`src/rtl/fts_pkg.sv`:
```
package fts_pkg;

  // Per-region timing word; field positions are decoded by the sequencer
  typedef struct packed {
    logic [2:0] recov;     // 15:13 write recovery, 2*n+1 cycles
    logic [4:0] pageDly;   // 12:8  page access / write low, n+1 cycles
    logic [4:0] firstDly;  // 7:3   first access, n+1 cycles
    logic       halfBus;   // 2     1 = 16-bit data bus
    logic [1:0] burstMode; // 1:0   bit 1 set = burst of four
  } tmWord_t;

  localparam int TM_W = 16;
  localparam logic [TM_W-1:0] TM_RESET = 16'hFFF8;

  typedef enum logic [2:0] {
    S_IDLE, S_READ, S_WSET, S_WLOW, S_WHOLD, S_WREC, S_REF
  } seqState_t;

  // Strobes from control to datapath
  typedef struct packed {
    logic load;
    logic burst;
    logic half;
    logic step;
    logic capture;
    logic drive;
  } strobe_t;

endpackage

```
`src/rtl/fts_ctrl.sv`:
```
module fts_ctrl
  import fts_pkg::*;
#(
  parameter int NUM_REGIONS = 4
) (
  input  logic                        clk,
  input  logic                        rstN,
  input  logic                        cfgWe,
  input  logic [((NUM_REGIONS/2 > 1) ? $clog2(NUM_REGIONS/2) : 1)-1:0] cfgIdx,
  input  logic [2*TM_W-1:0]           cfgData,
  input  logic                        req,
  input  logic                        reqWe,
  input  logic [$clog2(NUM_REGIONS)-1:0] reqRegion,
  input  logic                        refReq,
  output strobe_t                     strb,
  output logic [NUM_REGIONS-1:0]      memCsN,
  output logic                        memOeN,
  output logic                        memWeN,
  output logic                        done,
  output logic                        refGnt
);

  localparam int REG_CNT = NUM_REGIONS / 2;
  localparam int IDX_W   = (REG_CNT > 1) ? $clog2(REG_CNT) : 1;
  localparam int RSEL_W  = $clog2(NUM_REGIONS);
  localparam int CNT_W   = 5;

  logic [2*TM_W-1:0] cfgReg [REG_CNT];

  for (genvar g = 0; g < REG_CNT; g++) begin : g_cfg
    always_ff @(posedge clk or negedge rstN) begin
      if (!rstN)                                 cfgReg[g] <= {TM_RESET, TM_RESET};
      else if (cfgWe && cfgIdx == IDX_W'(g))     cfgReg[g] <= cfgData;
    end
  end

  logic [2*TM_W-1:0] pairSel;
  tmWord_t           tmSel;
  assign pairSel = cfgReg[reqRegion[RSEL_W-1:1]];
  assign tmSel   = tmWord_t'(reqRegion[0] ? pairSel[2*TM_W-1:TM_W] : pairSel[TM_W-1:0]);

  seqState_t          state;
  logic [CNT_W-1:0]   cnt;
  logic [1:0]         wordsLeft;
  logic [RSEL_W-1:0]  regionQ;
  logic [4:0]         firstQ, pageQ;
  logic [2:0]         recovQ;
  logic               resume, doneQ;

  always_ff @(posedge clk or negedge rstN) begin
    if (!rstN) begin
      state <= S_IDLE; cnt <= '0; wordsLeft <= '0; regionQ <= '0;
      firstQ <= '1; pageQ <= '1; recovQ <= '1; resume <= 1'b0; doneQ <= 1'b0;
    end else begin
      doneQ <= 1'b0;
      case (state)
        S_IDLE: begin
          if (refReq) begin
            state <= S_REF; resume <= 1'b0;
          end else if (req) begin
            regionQ <= reqRegion;
            firstQ  <= tmSel.firstDly;
            pageQ   <= tmSel.pageDly;
            recovQ  <= tmSel.recov;
            if (reqWe) state <= S_WSET;
            else begin
              state     <= S_READ;
              cnt       <= tmSel.firstDly;
              wordsLeft <= tmSel.burstMode[1] ? 2'd3 : 2'd0;
            end
          end
        end
        S_READ: begin
          if (cnt != '0) cnt <= cnt - 1'b1;
          else begin
            doneQ <= 1'b1;
            if (wordsLeft == 2'd0) state <= S_IDLE;
            else begin
              wordsLeft <= wordsLeft - 1'b1;
              if (refReq) begin state <= S_REF; resume <= 1'b1; end
              else cnt <= pageQ;
            end
          end
        end
        S_REF: begin
          if (!refReq) begin
            if (resume) begin state <= S_READ; cnt <= firstQ; end
            else state <= S_IDLE;
          end
        end
        S_WSET:  begin state <= S_WLOW; cnt <= pageQ; end
        S_WLOW:  if (cnt != '0) cnt <= cnt - 1'b1; else state <= S_WHOLD;
        S_WHOLD: begin doneQ <= 1'b1; state <= S_WREC; cnt <= CNT_W'({recovQ, 1'b0}); end
        S_WREC:  if (cnt != '0) cnt <= cnt - 1'b1; else state <= S_IDLE;
        default: state <= S_IDLE;
      endcase
    end
  end

  logic csOn;
  always_comb begin
    csOn         = state inside {S_READ, S_WSET, S_WLOW, S_WHOLD};
    strb.load    = (state == S_IDLE) && !refReq && req;
    strb.burst   = tmSel.burstMode[1] && !reqWe;
    strb.half    = tmSel.halfBus;
    strb.capture = (state == S_READ) && (cnt == '0);
    strb.step    = strb.capture && (wordsLeft != 2'd0);
    strb.drive   = state inside {S_WSET, S_WLOW, S_WHOLD};
    memCsN       = csOn ? ~(NUM_REGIONS'(1) << regionQ) : '1;
    memOeN       = (state != S_READ);
    memWeN       = (state != S_WLOW);
    done         = doneQ;
    refGnt       = (state == S_REF);
  end


  we_needs_cs_chk: assert property (@(posedge clk) disable iff (!rstN)
    !memWeN |-> (memCsN != '1));

  cs_before_we_chk: assert property (@(posedge clk) disable iff (!rstN)
    $fell(memWeN) |-> $past(memCsN != '1));

  oe_we_excl_chk: assert property (@(posedge clk) disable iff (!rstN)
    memOeN || memWeN);

  ref_release_chk: assert property (@(posedge clk) disable iff (!rstN)
    refGnt |-> (memCsN == '1 && memOeN && memWeN));

endmodule

```
`src/rtl/fts_path.sv`:
```
module fts_path
  import fts_pkg::*;
#(
  parameter int ADDR_W = 26,
  parameter int DATA_W = 32
) (
  input  logic              clk,
  input  logic              rstN,
  input  strobe_t           strb,
  input  logic [ADDR_W-1:0] reqAddr,
  input  logic [DATA_W-1:0] reqWdata,
  input  logic [DATA_W-1:0] memDin,
  output logic [ADDR_W-1:0] memAddr,
  output logic [DATA_W-1:0] memDout,
  output logic              memDoe,
  output logic [DATA_W-1:0] rdata
);

  localparam int HALF_W = DATA_W / 2;

  logic [ADDR_W-1:0] addrQ;
  logic [DATA_W-1:0] wdataQ, rdataQ;
  logic [1:0]        idx;
  logic              halfQ;

  always_ff @(posedge clk or negedge rstN) begin
    if (!rstN) begin
      addrQ <= '0; wdataQ <= '0; rdataQ <= '0; idx <= '0; halfQ <= 1'b0;
    end else begin
      if (strb.load) begin
        addrQ  <= reqAddr;
        wdataQ <= reqWdata;
        halfQ  <= strb.half;
        idx    <= strb.burst ? 2'd0 : (strb.half ? reqAddr[2:1] : reqAddr[3:2]);
      end else if (strb.step) begin
        idx <= idx + 1'b1;
      end
      if (strb.capture)
        rdataQ <= halfQ ? DATA_W'(memDin[HALF_W-1:0]) : memDin;
    end
  end

  always_comb begin
    memAddr = halfQ ? {addrQ[ADDR_W-1:3], idx, addrQ[0]}
                    : {addrQ[ADDR_W-1:4], idx, addrQ[1:0]};
    memDout = wdataQ;
    memDoe  = strb.drive;
    rdata   = rdataQ;
  end


  write_hold_chk: assert property (@(posedge clk) disable iff (!rstN)
    (strb.drive && $past(strb.drive)) |-> ($stable(memAddr) && $stable(memDout)));

endmodule

```
`src/rtl/nor_timing_seq.sv`:
```
module nor_timing_seq
  import fts_pkg::*;
#(
  parameter int ADDR_W      = 26,
  parameter int DATA_W      = 32,
  parameter int NUM_REGIONS = 4
) (
  input  logic                   clk,
  input  logic                   rstN,
  input  logic                   cfgWe,
  input  logic [((NUM_REGIONS/2 > 1) ? $clog2(NUM_REGIONS/2) : 1)-1:0] cfgIdx,
  input  logic [2*TM_W-1:0]      cfgData,
  input  logic                   req,
  input  logic                   reqWe,
  input  logic [ADDR_W-1:0]      reqAddr,
  input  logic [DATA_W-1:0]      reqWdata,
  output logic [DATA_W-1:0]      rdata,
  output logic                   done,
  input  logic                   refReq,
  output logic                   refGnt,
  output logic [NUM_REGIONS-1:0] memCsN,
  output logic                   memOeN,
  output logic                   memWeN,
  output logic [ADDR_W-1:0]      memAddr,
  output logic [DATA_W-1:0]      memDout,
  output logic                   memDoe,
  input  logic [DATA_W-1:0]      memDin
);

  localparam int RSEL_W = $clog2(NUM_REGIONS);

  strobe_t strb;

  fts_ctrl #(.NUM_REGIONS(NUM_REGIONS)) u_ctrl (
    .clk(clk), .rstN(rstN), .cfgWe(cfgWe), .cfgIdx(cfgIdx), .cfgData(cfgData),
    .req(req), .reqWe(reqWe), .reqRegion(reqAddr[ADDR_W-1 -: RSEL_W]),
    .refReq(refReq), .strb(strb), .memCsN(memCsN), .memOeN(memOeN),
    .memWeN(memWeN), .done(done), .refGnt(refGnt)
  );

  fts_path #(.ADDR_W(ADDR_W), .DATA_W(DATA_W)) u_path (
    .clk(clk), .rstN(rstN), .strb(strb), .reqAddr(reqAddr), .reqWdata(reqWdata),
    .memDin(memDin), .memAddr(memAddr), .memDout(memDout), .memDoe(memDoe),
    .rdata(rdata)
  );

endmodule

```
`config.mk`:
```
export PLATFORM = sky130hd
export DESIGN_NAME = nor_timing_seq
export DESIGN_NICKNAME = d
export VERILOG_FILES = /design/src/rtl/fts_pkg.sv /design/src/rtl/fts_ctrl.sv /design/src/rtl/fts_path.sv /design/src/rtl/nor_timing_seq.sv
export SDC_FILE = /design/constraint.sdc
export NUM_CORES = 1
export LEC_CHECK = 0
export BUFFER_PORTS_ARGS = -buffer_cell sky130_fd_sc_hd__buf_4
export CAP_MARGIN = 20
export CELL_PAD_IN_SITES_DETAIL_PLACEMENT = 1
export CELL_PAD_IN_SITES_GLOBAL_PLACEMENT = 1
export CORE_ASPECT_RATIO = 0.8
export CORE_MARGIN = 8
export CORE_UTILIZATION = 42
export DETAILED_ROUTE_END_ITERATION = 10
export PLACE_DENSITY = 0.84
export REMOVE_ABC_BUFFERS = 1
export SLEW_MARGIN = 20
export SYNTH_ARGS = -nofsm -noshare
export SYNTH_HDL_FRONTEND = slang
export SYNTH_HIERARCHICAL = 1
export SYNTH_SLANG_ARGS = --single-unit
```
`constraint.sdc`:
```
create_clock -name clk -period 2.7 [get_ports clk]
set_input_delay 0.27 -clock clk [delete_from_list [all_inputs] [get_ports clk]]
set_output_delay 0.27 -clock clk [all_outputs]
set_load 0.02 [all_outputs]
```
==> run_results.csv, run 1 <==
group,metric,value,unit
status,status,"complete, no violations",
sta,period_needed,2300,ps
floorplanning,core-area,0.0197,sq mm
sta,drv_slew,0,
clocking,cts.reportedPaths.clkPinSlew,80,ps
synthesis,synth_area,0.00842,sq mm
floorplanning,die-area,0.0249,sq mm
place,dpl_cell_area,0.0102,sq mm
synthesis,ys_types,53,
power_and_ir_drop,power.internal,7.79,mW
critical_path,path_class,"reg -> reg",
sta,fin_ws,400,ps
sta,rsz0062_at_grt,"no",
critical_path,critPathTopFamily,"simple AND/OR/NAND/NOR gates",
job,maxCapViolations,0,
power_and_ir_drop,switching_power,4.43,mW
clocking,cts_hold_buf,1,
power_and_ir_drop,combPwrFrac,0.420,
detailed_routing,drc_errors,0,
clocking,htree_levels,4,
global_route,grt_first_pass_wirelength,35700,um
critical_path,worstPathCellList,"inv_1, ha_1, or4b_1, nor2_4, buf_12, mux2_2",
worst_hold_path,whs_path_depth,2,
detailed_routing,vias_per_cell,5.11,
final_layout,num_antenna_cells,0,
critical_path,endpoint_kind,"flip-flop",
synthesis,yosys_register_bits,179,
critical_path,crit_arrival,2600,ps
detailed_routing,drt-total-wl,22100,um
place,io_buffers,225,
power_and_ir_drop,ir_drop,0.000497,V
global_route,antenna_found_initial,0,
clocking,cts-root-buf,"clkbuf_16",
clocking,cts_max_path_buffers,2,
synthesis,synthCells,590,
detailed_routing,initialDrtViolationCount,317,
sta,period_share,0.852,
final_layout,finalNetCount,918,
synthesis,async_flop_share,1.00,
clocking,cts_resized,0,
worst_hold_path,worstHoldStart,"reqWdata[18]",
final_layout,final_common_cell,"buf_4",
clocking,postCtsSetupRepairBufs,0,
critical_path,cp-startpoint,"u_ctrl/cnt[1]",
critical_path,cp-start-kind,"flip-flop",
critical_path,regToRegStartpoint,"u_ctrl/cnt[1]",
clocking,cts.sinks,179,
floorplanning,die_w,174,um
floorplanning,start_util,0.426,
synthesis,yosysSeqAreaShare,0.542,
sta,worstMarginPinSlew,570,ps
synthesis,yosysWarningCount,6,
sta,setup_viol,0,
floorplanning,die_h,143,um
power_and_ir_drop,clkPwrFrac,0.213,
global_route,grt_overflow,0,
place,place_ws,407,ps
worst_hold_path,min_path_type,"in -> reg",
global_route,grt_usage,0.180,
floorplanning,row_count,46,
critical_path,slowest_delay,680,ps
final_layout,synthToLayoutAreaGrowth,28.1,%
critical_path,cp.required,3000,ps
floorplanning,top_level_ports,228,
detailed_routing,drtAntennaViolNets,0,
sta,worst_hold_slack,70.8,ps
place,post-dp-hpwl,15800,um
power_and_ir_drop,p_per_area,1130,mW/mm^2
sta,max_slew_margin,0.620,
place,dp.cells,1031,
sta,max_freq,435,MHz
sta,hold_violations,0,
final_layout,drive_above_1_share,0.640,
clocking,cts_buffers,17,
power_and_ir_drop,swShare,0.362,
critical_path,cp_num_buf_inv,2,
synthesis,synth_edf_count,0,
clocking,clk_latency,420,ps
sta,fin_skew,13.9,ps
power_and_ir_drop,p_seq_frac,0.367,
final_layout,fin_area,0.0108,sq mm
synthesis,avgSynthCellArea,14.3,sq um
clocking,cts_tree,"done",
critical_path,critPathMaxFanout,48,
global_route,grt_pass1_vias,6228,
detailed_routing,wl_per_cell,20.8,um
global_route,grt_max_degree,59,
detailed_routing,drt_pre_antenna_iters,4,
power_and_ir_drop,power_leakage,4.85,nW
final_layout,instances_no_fill,1064,
synthesis,yosys_most_used_dff,"dfrtp_1",
detailed_routing,vias,5438,
critical_path,reg2reg_depth,6,
critical_path,slowest_stage,"or4b_1",
critical_path,cp.depth,6,
place,routabilityCongestion,0.813,
final_layout,final_cell_mix,"232 x buf_4, 114 x dfrtp_1, 95 x mux2_2, 65 x dfstp_2, 59 x mux2_4",
[metal layers]
layer,GRT usage,up-vias,share of wire
met3,0.0430,17,0.048
met5,0,-,0
met2,0.300,151,0.50
li1,-,2474,-
met4,0.0503,0,0.014
met1,0.231,2796,0.43
[flip-flops by register name (all words and copies together) (netlist names), 3 cells and up]
| name | cells |
|---|---|
| u_ctrl/cfgReg | 60 |
| u_path/memDout | 32 |
| u_path/rdata | 32 |
| u_path/addrQ | 25 |
| u_ctrl/cnt | 5 |
| u_ctrl/firstQ | 5 |
| u_ctrl/pageQ | 5 |
| u_ctrl/recovQ | 3 |
| u_ctrl/state | 3 |
[power by group through the flow]
stage               Clock, mW  Combinational [mW]  Sequential (mW)
floorplan                   0                2.20             5.27
global placement            0                5.00             4.46
detailed placement          0                5.14             4.53
CTS                      2.67                5.19             4.50
global route             2.77                5.50             4.62
finish                   2.60                5.13             4.49
[cell type report]
| type | instances | area (sq um) |
|---|---|---|
| fill | 1972 | 8960 |
| sequential | 179 | 4560 |
| multi-input combinational | 325 | 3320 |
| timing repair buffer | 239 | 1860 |
| clock buffer | 17 | 425 |
| tap | 264 | 330 |
| clock inverter | 15 | 193 |
| inverter | 25 | 95.1 |
[logic make-up (layout without fill, tap and decap cells)]
family                     count (synthesis)  in the layout  synth area share
AOI/OAI and AO/OA                         67             67            0.0506
adders and majority gates                  3              3           0.00416
and+or+nand+nor                           80             80            0.0587
DFF                                      179            179             0.542
buffers and inverters                     86            296            0.0653
muxes                                    173            173             0.277
xor gates and xnor gates                   2              2           0.00208
[cell usage after synthesis (all sizes together) (4+ instances only)]
cell,number,area (sq um)
mux4,15,338
clkbuf,13,50.0
o31ai,6,45.0
dfstp,65,1710
o21ai,31,159
nor3b,4,41.3
mux2i,4,40.0
inv,25,93.8
nand2,17,63.8
nor2b,9,56.3
buf,48,405
dfrtp,114,2850
nor3,4,20.0
mux2,154,1960
o22ai,7,43.8
a21oi,7,35.0
nand3b,17,128
nor2,14,68.8
[worst register-to-register path: stages, from the launching register on]
cell     delay, ps
dfrtp_1        400
inv_1           90
ha_1           220
or4b_1         680
nor2_4         190
buf_12         220
mux2_2         390
[per-stage QoR]
step	util	TNS, ps	power [mW]
after floorplan	-	-88590	7.47
after global placement	0.514	0	9.46
after detailed placement	0.514	0	9.67
after CTS	0.546	0	12.4
after global routing	0.546	0	12.9
final	0.546	0	12.2
[path summary, 6_finish.rpt]
check,endpoint,slack (ps)
worst min register to register,u_path/addrQ[3],510
worst max-delay path,u_path/rdata[11],400
max in group asynchronous,u_ctrl/cfgReg[19],1560
min in group asynchronous,u_path/addrQ[24],410
worst min-delay path,u_path/memDout[18],70
worst max register to register,u_path/rdata[11],400
No activity file was read; power rests on OpenSTA's default activity.
==> inputs of run 2 (changes only) <==
--- a/config.mk
+++ b/config.mk
@@ -5,15 +5,15 @@
 export SDC_FILE = /design/constraint.sdc
 export NUM_CORES = 1
 export LEC_CHECK = 0
-export BUFFER_PORTS_ARGS = -buffer_cell sky130_fd_sc_hd__buf_4
 export CAP_MARGIN = 20
 export CELL_PAD_IN_SITES_DETAIL_PLACEMENT = 1
 export CELL_PAD_IN_SITES_GLOBAL_PLACEMENT = 1
 export CORE_ASPECT_RATIO = 0.8
 export CORE_MARGIN = 8
-export CORE_UTILIZATION = 42
+export CORE_UTILIZATION = 45
 export DETAILED_ROUTE_END_ITERATION = 10
-export PLACE_DENSITY = 0.84
+export DONT_BUFFER_PORTS = 1
+export PLACE_DENSITY = 0.76
 export REMOVE_ABC_BUFFERS = 1
 export SLEW_MARGIN = 20
 export SYNTH_ARGS = -nofsm -noshare
==> run 2 against run 1 <==
  * Clock-buffer cell count is 1 higher
  * Routed wire length is 6.4% higher
  * Total power is 7.8% lower
  * The flow now finishes with violations (hold timing)
  * Clock skew is 2.6 ps lower
  * Sequential share of layout area is 2.5 points higher
==> run_results.csv, run 2 (same netlist as run 1, synthesis figures left out) <==
group,metric,value,unit
clocking,postCtsSetupRepairBufs,0,
status,violations,"hold timing",
critical_path,crit_arrival,2720,ps
detailed_routing,vias,5133,
place,routabilityCongestion,0.808,
final_layout,largest-register,"u_ctrl/cfgReg",
critical_path,cp-start-kind,"flip-flop",
sta,drv_slew,0,
clocking,clk_latency,420,ps
final_layout,synthToLayoutAreaGrowth,21.1,%
global_route,grt_pass1_vias,5964,
detailed_routing,initialDrtViolationCount,253,
sta,period_needed,2390,ps
detailed_routing,wl_per_cell,24.8,um
final_layout,finalNetCount,806,
floorplanning,die_w,169,um
critical_path,cp.required,3030,ps
sta,setup_viol,0,
sta,max_freq,419,MHz
floorplanning,die-area,0.0234,sq mm
detailed_routing,drtAntennaViolNets,0,
critical_path,endpoint_kind,"flip-flop",
clocking,cts_tree,"done",
clocking,cts-root-buf,"clkbuf_16",
sta,period_share,0.884,
floorplanning,row_count,44,
critical_path,cp_num_buf_inv,2,
critical_path,worstPathCellList,"inv_1, ha_1, or4b_1, nor2_4, buf_4, nand3b_1, o21ai_0",
final_layout,final_cell_mix,"114 x dlygate4sd3_1, 114 x dfrtp_1, 95 x mux2_2, 65 x dfstp_2, 59 x mux2_4",
global_route,antenna_found_initial,5,
final_layout,largest_reg_flops,60,
sta,fin_ws,314,ps
status,status,"finished with violations",
place,dpl_cell_area,0.00840,sq mm
place,io_buffers,0,
place,post-dp-hpwl,14600,um
power_and_ir_drop,p_per_area,1110,mW/mm^2
critical_path,slowest_stage,"or4b_1",
place,place_ws,396,ps
power_and_ir_drop,ir_drop,0.000545,V
floorplanning,top_level_ports,228,
sta,hold_violations,179,
final_layout,drive_above_1_share,0.419,
floorplanning,die_h,138,um
sta,fin_skew,11.2,ps
job,maxCapViolations,0,
critical_path,critPathTopFamily,"simple AND/OR/NAND/NOR gates",
clocking,cts_resized,0,
clocking,cts_max_path_buffers,2,
detailed_routing,drc_errors,0,
detailed_routing,vias_per_cell,5.43,
clocking,cts_hold_buf,114,
clocking,htree_levels,4,
critical_path,slowest_delay,530,ps
final_layout,fin_area,0.0102,sq mm
final_layout,final_util,0.559,
detailed_routing,drt-total-wl,23500,um
worst_hold_path,min_path_type,"in -> async",
sta,worstMarginPinSlew,620,ps
critical_path,critPathMaxFanout,19,
floorplanning,start_util,0.462,
clocking,cts.sinks,179,
sta,fin_tns_setup,0,ps
sta,max_slew_margin,0.585,
floorplanning,core-area,0.0182,sq mm
global_route,grt_max_degree,180,
sta,worst_hold_slack,-444,ps
clocking,cts_buffers,17,
global_route,grt_first_pass_wirelength,37000,um
critical_path,path_class,"reg -> reg",
detailed_routing,drt_pre_antenna_iters,4,
global_route,grt_usage,0.205,
sta,rsz0062_at_grt,"no",
power_and_ir_drop,power_leakage,4.23,nW
global_route,grt_overflow,0,
clocking,cts.reportedPaths.clkPinSlew,80,ps
[run 2: changes by cell type in the layout (fill, tap and decap cells not counted), moves of 4 or more]
cell	before	now
dlygate4sd3_1	1	114
buf_12	5	1
buf_4	232	12
diode_2	0	5
[run 2: area by class of cell]
type / instances / area, sq um
Fill cell: 1713 / 8040
Sequential cell: 179 / 4560
Multi-Input combinational cell: 325 / 3320
Timing Repair Buffer: 127 / 1250
Clock buffer: 18 / 439
Tap cell: 253 / 317
Clock inverter: 14 / 196
Inverter: 25 / 95.1
Antenna cell: 5 / 12.5
[run 2: path summary, 6_finish.rpt]
path / startpoint / endpoint / slack, ps / cells after the start
max: u_ctrl/cnt[0] / u_path/rdata[29] / 310 / 7
min: rstN / u_ctrl/cnt[0] / -440 / 0
max reg2reg: u_ctrl/cnt[0] / u_path/rdata[29] / 310 / 7
min reg2reg: u_ctrl/cfgReg[49] / u_ctrl/cfgReg[49] / 510 / 1
max in group asynchronous: rstN / u_ctrl/firstQ[2] / 2780 / 0
min in group clk: memDin[20] / u_path/rdata[20] / 20 / 2
[run 2: worst register-to-register path: cells and delay by family, from the launching register on]
family | cells | cell delay [ps]
buffers and inverters | 2 | 410
AOI/OAI and AO/OA | 1 | 110
DFF | 1 | 430
adders and majority gates | 1 | 200
and+or+nand+nor | 3 | 1150
[run 2: routing by layer]
metal,share of wire,routed length (um),up-vias,global-route usage
li1,-,-,2247,-
met1,0.38,8830,2674,0.234
met2,0.53,12500,165,0.356
met3,0.062,1450,47,0.0572
met4,0.032,744,0,0.0891
met5,0,0,-,0
[run 2: where the power goes]
group	internal [mW]	switching [mW]	leakage, nW
Combinational	1.65	1.37	1.84
Clock	1.52	1.14	0.310
Sequential	3.82	1.76	2.08
[run 2: metrics by stage]
stage | std cells | power (mW)
2_1_floorplan | 529 | 7.47
3_3_place_gp | 795 | 8.15
3_5_place_dp | 795 | 8.38
4_1_cts | 941 | 11.3
5_1_grt | 946 | 11.8
6_report | 946 | 11.3
==> inputs of run 3 (changes only) <==
--- a/config.mk
+++ b/config.mk
@@ -10,10 +10,10 @@
 export CELL_PAD_IN_SITES_GLOBAL_PLACEMENT = 1
 export CORE_ASPECT_RATIO = 0.8
 export CORE_MARGIN = 8
-export CORE_UTILIZATION = 45
+export CORE_UTILIZATION = 51
 export DETAILED_ROUTE_END_ITERATION = 10
 export DONT_BUFFER_PORTS = 1
-export PLACE_DENSITY = 0.76
+export PLACE_DENSITY = 0.84
 export REMOVE_ABC_BUFFERS = 1
 export SLEW_MARGIN = 20
 export SYNTH_ARGS = -nofsm -noshare
==> run 3 against run 2 <==
  * Worst setup slack improved by 100 ps
  * Critical endpoint is now u_ctrl/cnt[1]
  * Largest cell class unchanged
  * Routed wire length increased by 0.95%
  * Clock skew is 5.0 ps higher
  * Total power rose by 0.56%
  * Sequential cell count stayed put
  * Non-clock buffer count down 7
  * The flow still finishes with violations (hold timing)
  * Hold slack got worse by 15 ps
  * Fmax is 4.4% higher
  * Sequential power is essentially flat
  * Core utilization rose by 5.8 points
  * Final area down 0.93%
==> run_results.csv, run 3 (same netlist as run 1, synthesis figures left out) <==
group,metric,value,unit
critical_path,critPathMaxFanout,5,
clocking,cts_buffers,17,
global_route,grt_overflow,0,
detailed_routing,drc_errors,0,
final_layout,final_cell_mix,"114 x dfrtp_1, 109 x dlygate4sd3_1, 95 x mux2_2, 65 x dfstp_2, 59 x mux2_4",
sta,period_needed,2290,ps
sta,setup_viol,0,
clocking,clk_latency,430,ps
place,routabilityCongestion,0.855,
global_route,grt_usage,0.226,
clocking,cts_hold_buf,109,
critical_path,cp.required,2990,ps
critical_path,cp_num_buf_inv,2,
floorplanning,top_level_ports,228,
final_layout,largest_reg_flops,60,
power_and_ir_drop,power,11.3,mW
clocking,cts.reportedPaths.clkPinSlew,70,ps
floorplanning,start_util,0.515,
critical_path,cp-start-kind,"flip-flop",
final_layout,largest-register,"u_ctrl/cfgReg",
detailed_routing,initialDrtViolationCount,338,
floorplanning,core-area,0.0163,sq mm
global_route,antenna_found_initial,2,
global_route,grt_max_degree,180,
floorplanning,row_count,42,
sta,hold_violations,179,
sta,max_slew_margin,0.610,
floorplanning,die_h,131,um
sta,rsz0062_at_grt,"no",
clocking,cts_tree,"done",
sta,worstMarginPinSlew,583,ps
clocking,cts_resized,0,
critical_path,endpoint_kind,"flip-flop",
clocking,htree_levels,4,
clocking,postCtsSetupRepairBufs,0,
sta,period_share,0.847,
critical_path,slowest_delay,630,ps
global_route,grt_pass1_vias,5909,
status,violations,"hold timing",
clocking,cts-root-buf,"clkbuf_16",
critical_path,crit_arrival,2570,ps
critical_path,path_class,"reg -> reg",
job,maxCapViolations,0,
clocking,cts_max_path_buffers,2,
sta,fin_skew,16.3,ps
detailed_routing,drtAntennaViolNets,0,
final_layout,finalNetCount,799,
detailed_routing,vias_per_cell,5.69,
critical_path,regToRegStartpoint,"u_ctrl/cnt[0]",
detailed_routing,drt-total-wl,23700,um
sta,worst_hold_slack,-459,ps
final_layout,multi_input_area,0.00332,sq mm
final_layout,fillCellCount,1517,
final_layout,final_common_cell,"dfrtp_1",
critical_path,reg2reg_slack,410,ps
critical_path,worstPathCellList,"inv_1, ha_1, or4b_1, buf_4, nor2_1, nor4b_1, a221oi_1, o22ai_1",
status,status,"finished with violations",
sta,drv_slew,0,
final_layout,seq_area,0.00456,sq mm
power_and_ir_drop,ir_drop,0.000519,V
clocking,cts.sinks,179,
detailed_routing,wl_per_cell,26.2,um
critical_path,slowest_stage,"or4b_1",
critical_path,reg2reg_depth,8,
place,post-dp-hpwl,13800,um
worst_hold_path,min_path_type,"in -> async",
sta,max_freq,437,MHz
global_route,grt_first_pass_wirelength,36200,um
critical_path,critPathTopFamily,"simple AND/OR/NAND/NOR gates",
final_layout,drive_above_1_share,0.420,
power_and_ir_drop,power_leakage,4.20,nW
final_layout,synthToLayoutAreaGrowth,19.9,%
critical_path,r2r_end,"u_ctrl/cnt[1]",
detailed_routing,drt_pre_antenna_iters,4,
floorplanning,die-area,0.0209,sq mm
sta,fin_tns_setup,0,ps
place,io_buffers,0,
detailed_routing,vias,5148,
power_and_ir_drop,p_per_area,1120,mW/mm^2
floorplanning,die_w,160,um
## run 3: cell count changes in the layout (fill, tap and decap cells not counted)
cell,delta
inv_6,-2
dlygate4sd3_1,-5
clkinvlp_4,-1
inv_8,+3
clkbuf_8,-1
buf_4,-3
clkinv_4,+1
diode_2,-2
buf_12,+1
## run 3: worst reg2reg max path, delay by kind of cell, from the launching register on
kind,cells,cell delay [ps]
and+or+nand+nor,3,810
DFF,1,430
AOI/OAI and AO/OA,2,380
buffers and inverters,2,310
adders and majority gates,1,220
## run 3: how the worst max path moves through the flow
stage / from / end / slack, ps / cells past startpoint
4_1_cts: u_ctrl/state[0] / memCsN[0] / 400 / 4
6_report: u_ctrl/cnt[0] / u_ctrl/cnt[1] / 410 / 8
5_1_grt: u_ctrl/cnt[1] / u_path/idx[1] / 260 / 7
3_3_place_gp: u_ctrl/cnt[0] / u_path/rdata[0] / 560 / 6
2_1_floorplan: u_ctrl/state[0] / u_path/idx[1] / -1200 / 5
3_5_place_dp: u_ctrl/cnt[1] / u_ctrl/state[1] / 440 / 7
## run 3: layer usage
layer	track usage	routed length (um)
met1	0.250	8750
met2	0.408	12900
met3	0.0657	1400
met4	0.0952	659
met5	0	0
## run 3: where the power goes
group / switching, mW / internal, mW / total (mW)
registers: 1.76 / 3.82 / 5.58
logic: 1.41 / 1.66 / 3.07
clock network: 1.17 / 1.51 / 2.68
## run 3: final cells by class
class	count	share of cell area
timing repair buffer	120	0.119
multi-input combinational	325	0.329
inverter	25	0.00942
tap	220	0.0273
sequential	179	0.452
antenna	3	0.000744
clock buffer	17	0.0422
clock inverter	15	0.0212
## run 3: stage by stage
| stage | hold slack [ps] | instance area, sq um | cells | setup slack (ps) | util |
|---|---|---|---|---|---|
| floorplan | -25.6 | 7960 | 529 | -1200 | - |
| global placement | -17.7 | 8350 | 760 | 562 | 0.511 |
| detailed placement | -14.7 | 8350 | 760 | 441 | 0.511 |
| CTS | -476 | 10100 | 901 | 404 | 0.617 |
| global route | -483 | 10100 | 903 | 259 | 0.617 |
| finish | -459 | 10100 | 904 | 414 | 0.618 |
